`config.mk`:
```
export PLATFORM = sky130hd
export DESIGN_NAME = seg_agu
export DESIGN_NICKNAME = d
export VERILOG_FILES = /design/src/rtl/seg_agu_pkg.sv /design/src/rtl/seg_regfile.sv /design/src/rtl/seg_select.sv /design/src/rtl/seg_addr_add.sv /design/src/rtl/seg_agu.sv
export SDC_FILE = /design/constraint.sdc
export NUM_CORES = 1
export LEC_CHECK = 0
export CAP_MARGIN = 20
export CORE_ASPECT_RATIO = 0.8
export CORE_MARGIN = 4
export CORE_UTILIZATION = 40
export CTS_CLUSTER_DIAMETER = 150
export DETAILED_ROUTE_END_ITERATION = 8
export DONT_BUFFER_PORTS = 1
export GPL_TIMING_DRIVEN = 0
export SKIP_CTS_REPAIR_TIMING = 1
export SYNTH_ARGS = -nofsm -noshare
export SYNTH_HDL_FRONTEND = slang
export SYNTH_HIERARCHICAL = 1
export SYNTH_SLANG_ARGS = --single-unit
```
`constraint.sdc`:
```
create_clock -name clk -period 2.9 [get_ports clk]
set_clock_uncertainty 0.1 [all_clocks]
set_input_delay 0.145 -clock clk [delete_from_list [all_inputs] [get_ports clk]]
set_output_delay 0.145 -clock clk [all_outputs]
set_load 0.01 [all_outputs]
```
`src/rtl/seg_agu_pkg.sv`:
```
package seg_agu_pkg;
  localparam int NUM_SEGS = 4;
  localparam int SEL_W    = $clog2(NUM_SEGS);

  typedef enum logic [SEL_W-1:0] {
    SEG_ES = 2'd0,
    SEG_CS = 2'd1,
    SEG_SS = 2'd2,
    SEG_DS = 2'd3
  } seg_id_e;

  typedef enum logic [2:0] {
    KIND_FETCH  = 3'd0,
    KIND_STACK  = 3'd1,
    KIND_DATA   = 3'd2,
    KIND_STRDST = 3'd3,
    KIND_FAR    = 3'd4
  } acc_kind_e;
endpackage

```
`src/rtl/seg_regfile.sv`:
```
module seg_regfile
  import seg_agu_pkg::*;
#(
  parameter int SEG_W  = 16,
  parameter logic [SEG_W-1:0] CS_RST = '1
) (
  input  logic                           clk,
  input  logic                           rst_n,
  input  logic                           ld_en,
  input  logic [SEL_W-1:0]               ld_sel,
  input  logic [SEG_W-1:0]               ld_val,
  output logic [NUM_SEGS-1:0][SEG_W-1:0] seg_q
);
  for (genvar i = 0; i < NUM_SEGS; i++) begin : g_seg
    localparam logic [SEG_W-1:0] RST_VAL = (i == int'(SEG_CS)) ? CS_RST : '0;
    always_ff @(posedge clk or negedge rst_n) begin
      if (!rst_n)                                  seg_q[i] <= RST_VAL;
      else if (ld_en && (ld_sel == SEL_W'(i)))     seg_q[i] <= ld_val;
    end
  end


  load_lands_chk: assert property (@(posedge clk) disable iff (!rst_n)
    ld_en |=> seg_q[$past(ld_sel)] == $past(ld_val));
endmodule

```
`src/rtl/seg_select.sv`:
```
module seg_select
  import seg_agu_pkg::*;
#(
  parameter int SEG_W = 16
) (
  input  logic [2:0]                     kind,
  input  logic                           ovr_en,
  input  logic [SEL_W-1:0]               ovr_sel,
  input  logic [SEG_W-1:0]               far_seg,
  input  logic [NUM_SEGS-1:0][SEG_W-1:0] seg_q,
  output seg_id_e                        sel_id,
  output logic [SEG_W-1:0]               base
);
  seg_id_e dflt_id;

  always_comb begin
    case (kind)
      KIND_FETCH:  dflt_id = SEG_CS;
      KIND_STACK:  dflt_id = SEG_SS;
      KIND_STRDST: dflt_id = SEG_ES;
      default:     dflt_id = SEG_DS;
    endcase
    if (ovr_en && kind != KIND_STRDST && kind != KIND_FAR)
      sel_id = seg_id_e'(ovr_sel);
    else
      sel_id = dflt_id;
    base = (kind == KIND_FAR) ? far_seg : seg_q[sel_id];
  end
endmodule

```
`src/rtl/seg_addr_add.sv`:
```
module seg_addr_add #(
  parameter int SEG_W = 16,
  parameter int OFF_W = 16,
  parameter int SHIFT = 4,
  localparam int PA_W = SEG_W + SHIFT
) (
  input  logic [SEG_W-1:0] base,
  input  logic [OFF_W-1:0] off,
  output logic [PA_W-1:0]  pa
);
  logic [PA_W-1:0] base_sh;
  logic [PA_W-1:0] off_ext;

  assign base_sh = {base, {SHIFT{1'b0}}};
  assign off_ext = PA_W'(off);
  assign pa      = base_sh + off_ext;
endmodule

```
`src/rtl/seg_agu.sv`:
```
module seg_agu
  import seg_agu_pkg::*;
#(
  parameter int SEG_W = 16,
  parameter int OFF_W = 16,
  parameter int SHIFT = 4,
  parameter logic [SEG_W-1:0] CS_RST = '1,
  localparam int PA_W = SEG_W + SHIFT
) (
  input  logic             clk,
  input  logic             rst_n,
  input  logic             seg_ld_en,
  input  logic [1:0]       seg_ld_sel,
  input  logic [SEG_W-1:0] seg_ld_val,
  input  logic             req_valid,
  output logic             req_ready,
  input  logic [2:0]       req_kind,
  input  logic [OFF_W-1:0] req_off,
  input  logic [SEG_W-1:0] req_far_seg,
  input  logic             req_ovr_en,
  input  logic [1:0]       req_ovr_sel,
  output logic             pa_valid,
  input  logic             pa_ready,
  output logic [PA_W-1:0]  pa_addr
);
  logic [NUM_SEGS-1:0][SEG_W-1:0] seg_q;
  seg_id_e                        sel_id;
  logic [SEG_W-1:0]               base;
  logic [PA_W-1:0]                pa_next;
  logic                           take;

  seg_regfile #(.SEG_W(SEG_W), .CS_RST(CS_RST)) u_regs (
    .clk(clk), .rst_n(rst_n), .ld_en(seg_ld_en), .ld_sel(seg_ld_sel),
    .ld_val(seg_ld_val), .seg_q(seg_q)
  );

  seg_select #(.SEG_W(SEG_W)) u_sel (
    .kind(req_kind), .ovr_en(req_ovr_en), .ovr_sel(req_ovr_sel),
    .far_seg(req_far_seg), .seg_q(seg_q), .sel_id(sel_id), .base(base)
  );

  seg_addr_add #(.SEG_W(SEG_W), .OFF_W(OFF_W), .SHIFT(SHIFT)) u_add (
    .base(base), .off(req_off), .pa(pa_next)
  );

  assign req_ready = !pa_valid || pa_ready;
  assign take      = req_valid && req_ready;

  always_ff @(posedge clk or negedge rst_n) begin
    if (!rst_n) begin
      pa_valid <= 1'b0;
      pa_addr  <= '0;
    end else begin
      if (take) begin
        pa_valid <= 1'b1;
        pa_addr  <= pa_next;
      end else if (pa_ready) begin
        pa_valid <= 1'b0;
      end
    end
  end


  strdst_es_chk: assert property (@(posedge clk) disable iff (!rst_n)
    (req_valid && req_kind == KIND_STRDST) |-> sel_id == SEG_ES);


  low_nibble_chk: assert property (@(posedge clk) disable iff (!rst_n)
    take |=> pa_addr[SHIFT-1:0] == $past(req_off[SHIFT-1:0]));


  accept_valid_chk: assert property (@(posedge clk) disable iff (!rst_n)
    take |=> pa_valid);


  stall_hold_chk: assert property (@(posedge clk) disable iff (!rst_n)
    (pa_valid && !pa_ready) |=> (pa_valid && $stable(pa_addr)));


  stall_block_chk: assert property (@(posedge clk) disable iff (!rst_n)
    (pa_valid && !pa_ready) |-> !req_ready);
endmodule

```
==> flow_metrics.env, run 1 <==
export IMPL_vdd_drop_max_v=0.000329
export IMPL_die_y_um=109
export IMPL_gp_congestion=0.764
export IMPL_grt_first_pass_wirelength_mm=18.7
export IMPL_num_rows=36
export IMPL_viasPerCell=5.50
export IMPL_portBuffers=0
export IMPL_required_ns=3.02
export IMPL_final_nets=539
export IMPL_timing_final_crit_share_pct=99.8
export IMPL_synth_warnings=6
export IMPL_leakage_nw=2.67
export IMPL_fillers=1104
export IMPL_synth_area_per_cell_um2=12.4
export IMPL_initial_core_util_pct=41.6
export IMPL_grt_ovfl_total=0
export IMPL_synthCells=413
export IMPL_ant_nets=0
export IMPL_grt_pass1_vias=3513
export IMPL_hold_class="input pin to flop"
export IMPL_drtIter0Drc=134
export IMPL_worstSetupPathType="input pin to flop"
export IMPL_fin_util_pct=51.6
export IMPL_design_die_area_um2=14700
export IMPL_vias=3526
export IMPL_layout_commonest_cell="dfrtp_1"
export IMPL_cp_max_fo=7
export IMPL_relSlewSlack_pct=54.6
export IMPL_detail_route_wl_per_cell_um=19.4
export IMPL_max_freq_mhz=345
export IMPL_layout_common_cells="dfrtp_1 (69), mux2_2 (64), dlygate4sd3_1 (23), nor2_1 (23), buf_4 (22)"
export IMPL_drive_gt1_share_pct=48.7
export IMPL_period_minus_slack_ns=2.90
export IMPL_dpl_cell_count=584
export IMPL_die_w_um=135
export IMPL_clk_latency_ns=0.34
export IMPL_stdcell_count=641
export IMPL_synth_nets=487
export IMPL_cts_sinks=85
export IMPL_max_cap_violations=0
export IMPL_cts_made_buffers=9
export IMPL_cts_tree="done"
export IMPL_drc=0
export IMPL_hold_viol=0
export IMPL_drv_slew=0
export IMPL_dpl_hpwl_mm=8.85
export IMPL_synth_area_um2=5130
export IMPL_r2r_cells=11
export IMPL_worst_pin_slew_ns=0.677
export IMPL_power_density_nw_per_um2=673
export IMPL_hold_depth=2
export IMPL_grt_max_degree=86
export IMPL_outcome="complete, no violations"
export IMPL_io_pins=83
export IMPL_core_area_um2=12300
export IMPL_clk_pin_slew_ns=0.06
export IMPL_antenna_found_initial=0
export IMPL_setup_viol=0
export IMPL_track_usage_pct=16.7
export IMPL_syn2layout_area_growth_pct=24.1
export IMPL_worstPathArrival_ns=3.02
export IMPL_reg2reg_slack_ns=0.11
export IMPL_start_kind="input pin"
export IMPL_cts_root_buf="clkbuf_16"
export IMPL_dr_pass1_iters=4
export IMPL_end_kind="flop"
export IMPL_drt_wl_total_mm=12.4
export IMPL_clockBufferDepth=2
export IMPL_rsz0062_at_grt="true"
export IMPL_htree_num_levels=3
export IMPL_antenna_cells=0
[routing by layer]
layer	up-vias	routed length (um)	track usage, %
li1	1672	-	-
met3	16	754	6.04
met2	71	6190	27.9
met5	-	0	0
met4	0	239	5.09
met1	1767	5260	20.4
[report_power, final]
part	switching, mW	internal, mW
sequential	0.241	1.51
clock	0.472	0.586
combinational	0.669	0.804
total	1.38	2.90
[worst paths after layout]
kind	end	from
setup / recovery	pa_addr[18]	req_ovr_sel[0]
hold / removal	u_regs/seg_q[0]	seg_ld_sel[0]
setup reg to reg	pa_addr[18]	u_regs/seg_q[2]
hold reg to reg	u_regs/seg_q[53]	u_regs/seg_q[53]
max in group asynchronous	u_regs/seg_q[16]	rst_n
min in group asynchronous	pa_addr[5]	rst_n
[through the flow]
step                      total power, mW  worst slack [ns]  hold slack [ns]  TNS (ns)  cell area (um^2)
final                                4.28           0.00446          0.00884         0              6360
after global routing                 4.54           -0.0748          0.00958    -0.295              6360
after CTS                            4.08            -0.477           -0.611     -3.22              5660
after detailed placement             3.00            -0.846           -0.248     -7.83              5380
after global placement               2.95            -0.715           -0.249     -6.64              5380
after floorplan                      2.75            -0.138           -0.251    -0.803              5170
[critical path: stages]
cell and delay, ns:
and3b_2 0.25, a211o_1 0.29, buf_6 0.15, buf_12 0.14
a221oi_4 0.25, a211oi_2 0.09, ha_2 0.23, fa_2 0.35
a21o_1 0.23, a221oi_4 0.25, buf_6 0.15, or3_1 0.12
nand3_2 0.09, mux2_4 0.28
[sequential cells by signal, summed over array words and instances (netlist names)]
signal / cells
u_regs/seg_q: 64
pa_addr: 20
pa_valid: 1
[cell type report]
type	instances	area, um^2	share of cell area (%)
clock inverters	6	46.3	0.727
multi-input cells	280	2970	46.7
repair buffers	44	433	6.80
inverters	21	78.8	1.24
plain buffers	24	243	3.81
clock buffers	10	229	3.60
flip-flops and latches	85	2150	33.7
well taps	171	214	3.36
Power figures use the tool's default switching activity.
==> inputs of run 2 (changes only) <==
--- a/config.mk
+++ b/config.mk
@@ -8,7 +8,7 @@
 export CAP_MARGIN = 20
 export CORE_ASPECT_RATIO = 0.8
 export CORE_MARGIN = 4
-export CORE_UTILIZATION = 40
+export CORE_UTILIZATION = 27
 export CTS_CLUSTER_DIAMETER = 150
 export DETAILED_ROUTE_END_ITERATION = 8
 export DONT_BUFFER_PORTS = 1
==> constraint.sdc (replaced) <==
create_clock -name clk -period 2.7 [get_ports clk]
set_clock_uncertainty 0.1 [all_clocks]
set_input_delay 0.135 -clock clk [delete_from_list [all_inputs] [get_ports clk]]
set_output_delay 0.135 -clock clk [all_outputs]
set_load 0.01 [all_outputs]
==> run 2 against run 1 <==
The run now ends with setup timing left. Final cell count rose by 17%. Clock power rose by 28%. Worst hold slack improved by 0.015 ns. Non-clock buffer count grew 25. Combinational power increased by 21%. Core utilization fell by 14 points. Critical endpoint is now pa_addr[19]. Largest power group unchanged.
==> flow_metrics.env, run 2 (synthesis results as in run 1) <==
export IMPL_antenna_cells=0
export IMPL_antenna_found_initial=1
export IMPL_design_die_area_um2=21300
export IMPL_detail_route_wl_per_cell_um=19.5
export IMPL_htree_num_levels=3
export IMPL_portBuffers=0
export IMPL_cts_tree="done"
export IMPL_setup_slack_ns=-0.255
export IMPL_cts_sinks=85
export IMPL_cts_made_buffers=9
export IMPL_layout_commonest_cell="dfrtp_1"
export IMPL_period_minus_slack_ns=2.95
export IMPL_max_freq_mhz=338
export IMPL_hold_depth=2
export IMPL_tns_ns=-1.56
export IMPL_ant_nets=0
export IMPL_top_usage_layer="met2"
export IMPL_crit_buf_inv=2
export IMPL_drtIter0Drc=137
export IMPL_grt_first_pass_wirelength_mm=20.5
export IMPL_start_kind="flop"
export IMPL_clk_latency_ns=0.35
export IMPL_setup_viol=11
export IMPL_max_stage_delay_ns=0.40
export IMPL_r2r_cells=11
export IMPL_timing_final_crit_share_pct=109
export IMPL_worstSetupPathDepth=11
export IMPL_grt_pass1_vias=3544
export IMPL_grt_ovfl_total=0
export IMPL_cp_slowest_cell="a2111oi_4"
export IMPL_outcome="finished, violations left"
export IMPL_power_internal_mw=3.42
export IMPL_power_switching_mw=1.61
export IMPL_initial_core_util_pct=27.9
export IMPL_use_met3_pct=5.57
export IMPL_max_cap_violations=0
export IMPL_worst_pin_slew_ns=0.629
export IMPL_placed_area_um2=5480
export IMPL_path_delay_family="compound AO/OA/AOI/OAI gates"
export IMPL_clockBufferDepth=2
export IMPL_gp_congestion=0.791
export IMPL_die_w_um=162
export IMPL_io_pins=83
export IMPL_worstPathArrival_ns=3.09
export IMPL_layout_common_cells="dfrtp_1 (69), mux2_2 (64), buf_4 (39)"
export IMPL_power_frac_clock_pct=27.0
export IMPL_hold_viol=0
export IMPL_track_usage_pct=12.4
export IMPL_power_density_nw_per_um2=734
export IMPL_worstSetupPathType="flop to flop"
export IMPL_combPwrFrac_pct=35.4
export IMPL_final_cell_area_um2=6850
export IMPL_cts_root_buf="clkbuf_16"
export IMPL_holdWs_ns=0.0237
export IMPL_crit_top_cell="a2111oi_4"
export IMPL_p_sw_share_pct=32.0
export IMPL_dr_pass1_iters=4
export IMPL_drv_slew=0
export IMPL_relSlewSlack_pct=57.8
export IMPL_clk_pin_slew_ns=0.07
export IMPL_path_cells="inv_2 -> a2111oi_4 -> a221oi_4 -> a211oi_2 -> ha_1 -> buf_6 -> a21o_1 -> a31o_4 -> a2111oi_4 -> o311ai_2 -> mux2_4"
export IMPL_vdd_drop_max_v=0.000273
export IMPL_hold_class="input pin to flop"
export IMPL_leakage_nw=2.84
export IMPL_core_area_um2=18400
export IMPL_power_total_mw=5.03
export IMPL_violations="setup timing"
export IMPL_drc=0
export IMPL_grt_max_degree=86
export IMPL_power_frac_seq_pct=37.6
export IMPL_largest_reg_flops=64
export IMPL_largest_registers="u_regs/seg_q: 64 flops, pa_addr: 20 flops, pa_valid: 1 flops"
export IMPL_drive_gt1_share_pct=53.4
export IMPL_syn2layout_area_growth_pct=33.6
export IMPL_required_ns=2.83
export IMPL_end_kind="flop"
export IMPL_drt_wl_total_mm=14.5
export IMPL_vias=3737
export IMPL_viasPerCell=5.00
export IMPL_rsz0062_at_grt="true"
export IMPL_die_y_um=131
export IMPL_cp_max_fo=5
export IMPL_final_nets=564
export IMPL_num_rows=44
export IMPL_met2_usage_pct=19.3
export IMPL_largest_register="u_regs/seg_q"
export IMPL_dpl_hpwl_mm=9.96
export IMPL_use_met1_pct=16.0
[run 2: layout make-up]
| class | count | area [um^2] |
|---|---|---|
| buffer | 27 | 259 |
| timing repair buffer | 66 | 629 |
| clock buffer | 9 | 225 |
| tap | 253 | 317 |
| sequential | 85 | 2150 |
| multi-input combinational | 280 | 3100 |
| clock inverter | 6 | 93.8 |
| fill | 1786 | 11500 |
| inverter | 21 | 78.8 |
[run 2: through the flow]
step / util [%] / setup WS (ns) / instances
after floorplan: - / -0.328 / 413
after global placement: 29.8 / -0.933 / 666
after detailed placement: 29.8 / -0.978 / 666
after CTS: 31.6 / -0.611 / 681
after global routing: 37.3 / -0.397 / 747
final: 37.3 / -0.255 / 747
[run 2: worst paths after layout]
check | startpoint | endpoint | slack, ns
setup / recovery | u_regs/seg_q[8] | pa_addr[19] | -0.25
min in group asynchronous | rst_n | pa_addr[7] | 0.27
setup reg to reg | u_regs/seg_q[8] | pa_addr[19] | -0.25
hold / removal | req_off[5] | pa_addr[5] | 0.02
max in group asynchronous | rst_n | u_regs/seg_q[24] | 1.87
hold reg to reg | u_regs/seg_q[47] | u_regs/seg_q[47] | 0.40
[run 2: power groups by stage]
stage | combinational, mW | clock, mW | sequential, mW
detailed placement | 1.34 | 0 | 1.91
finish | 1.78 | 1.36 | 1.89
floorplan | 1.11 | 0 | 1.84
global placement | 1.30 | 0 | 1.89
global route | 1.93 | 1.45 | 1.93
CTS | 1.34 | 1.39 | 1.89
[run 2: per-layer routing]
layer | share of wire (%) | vias up
met2 | 47 | 115
met1 | 43 | 1877
li1 | - | 1723
met5 | 0.089 | -
met4 | 1.3 | 2
met3 | 7.7 | 20
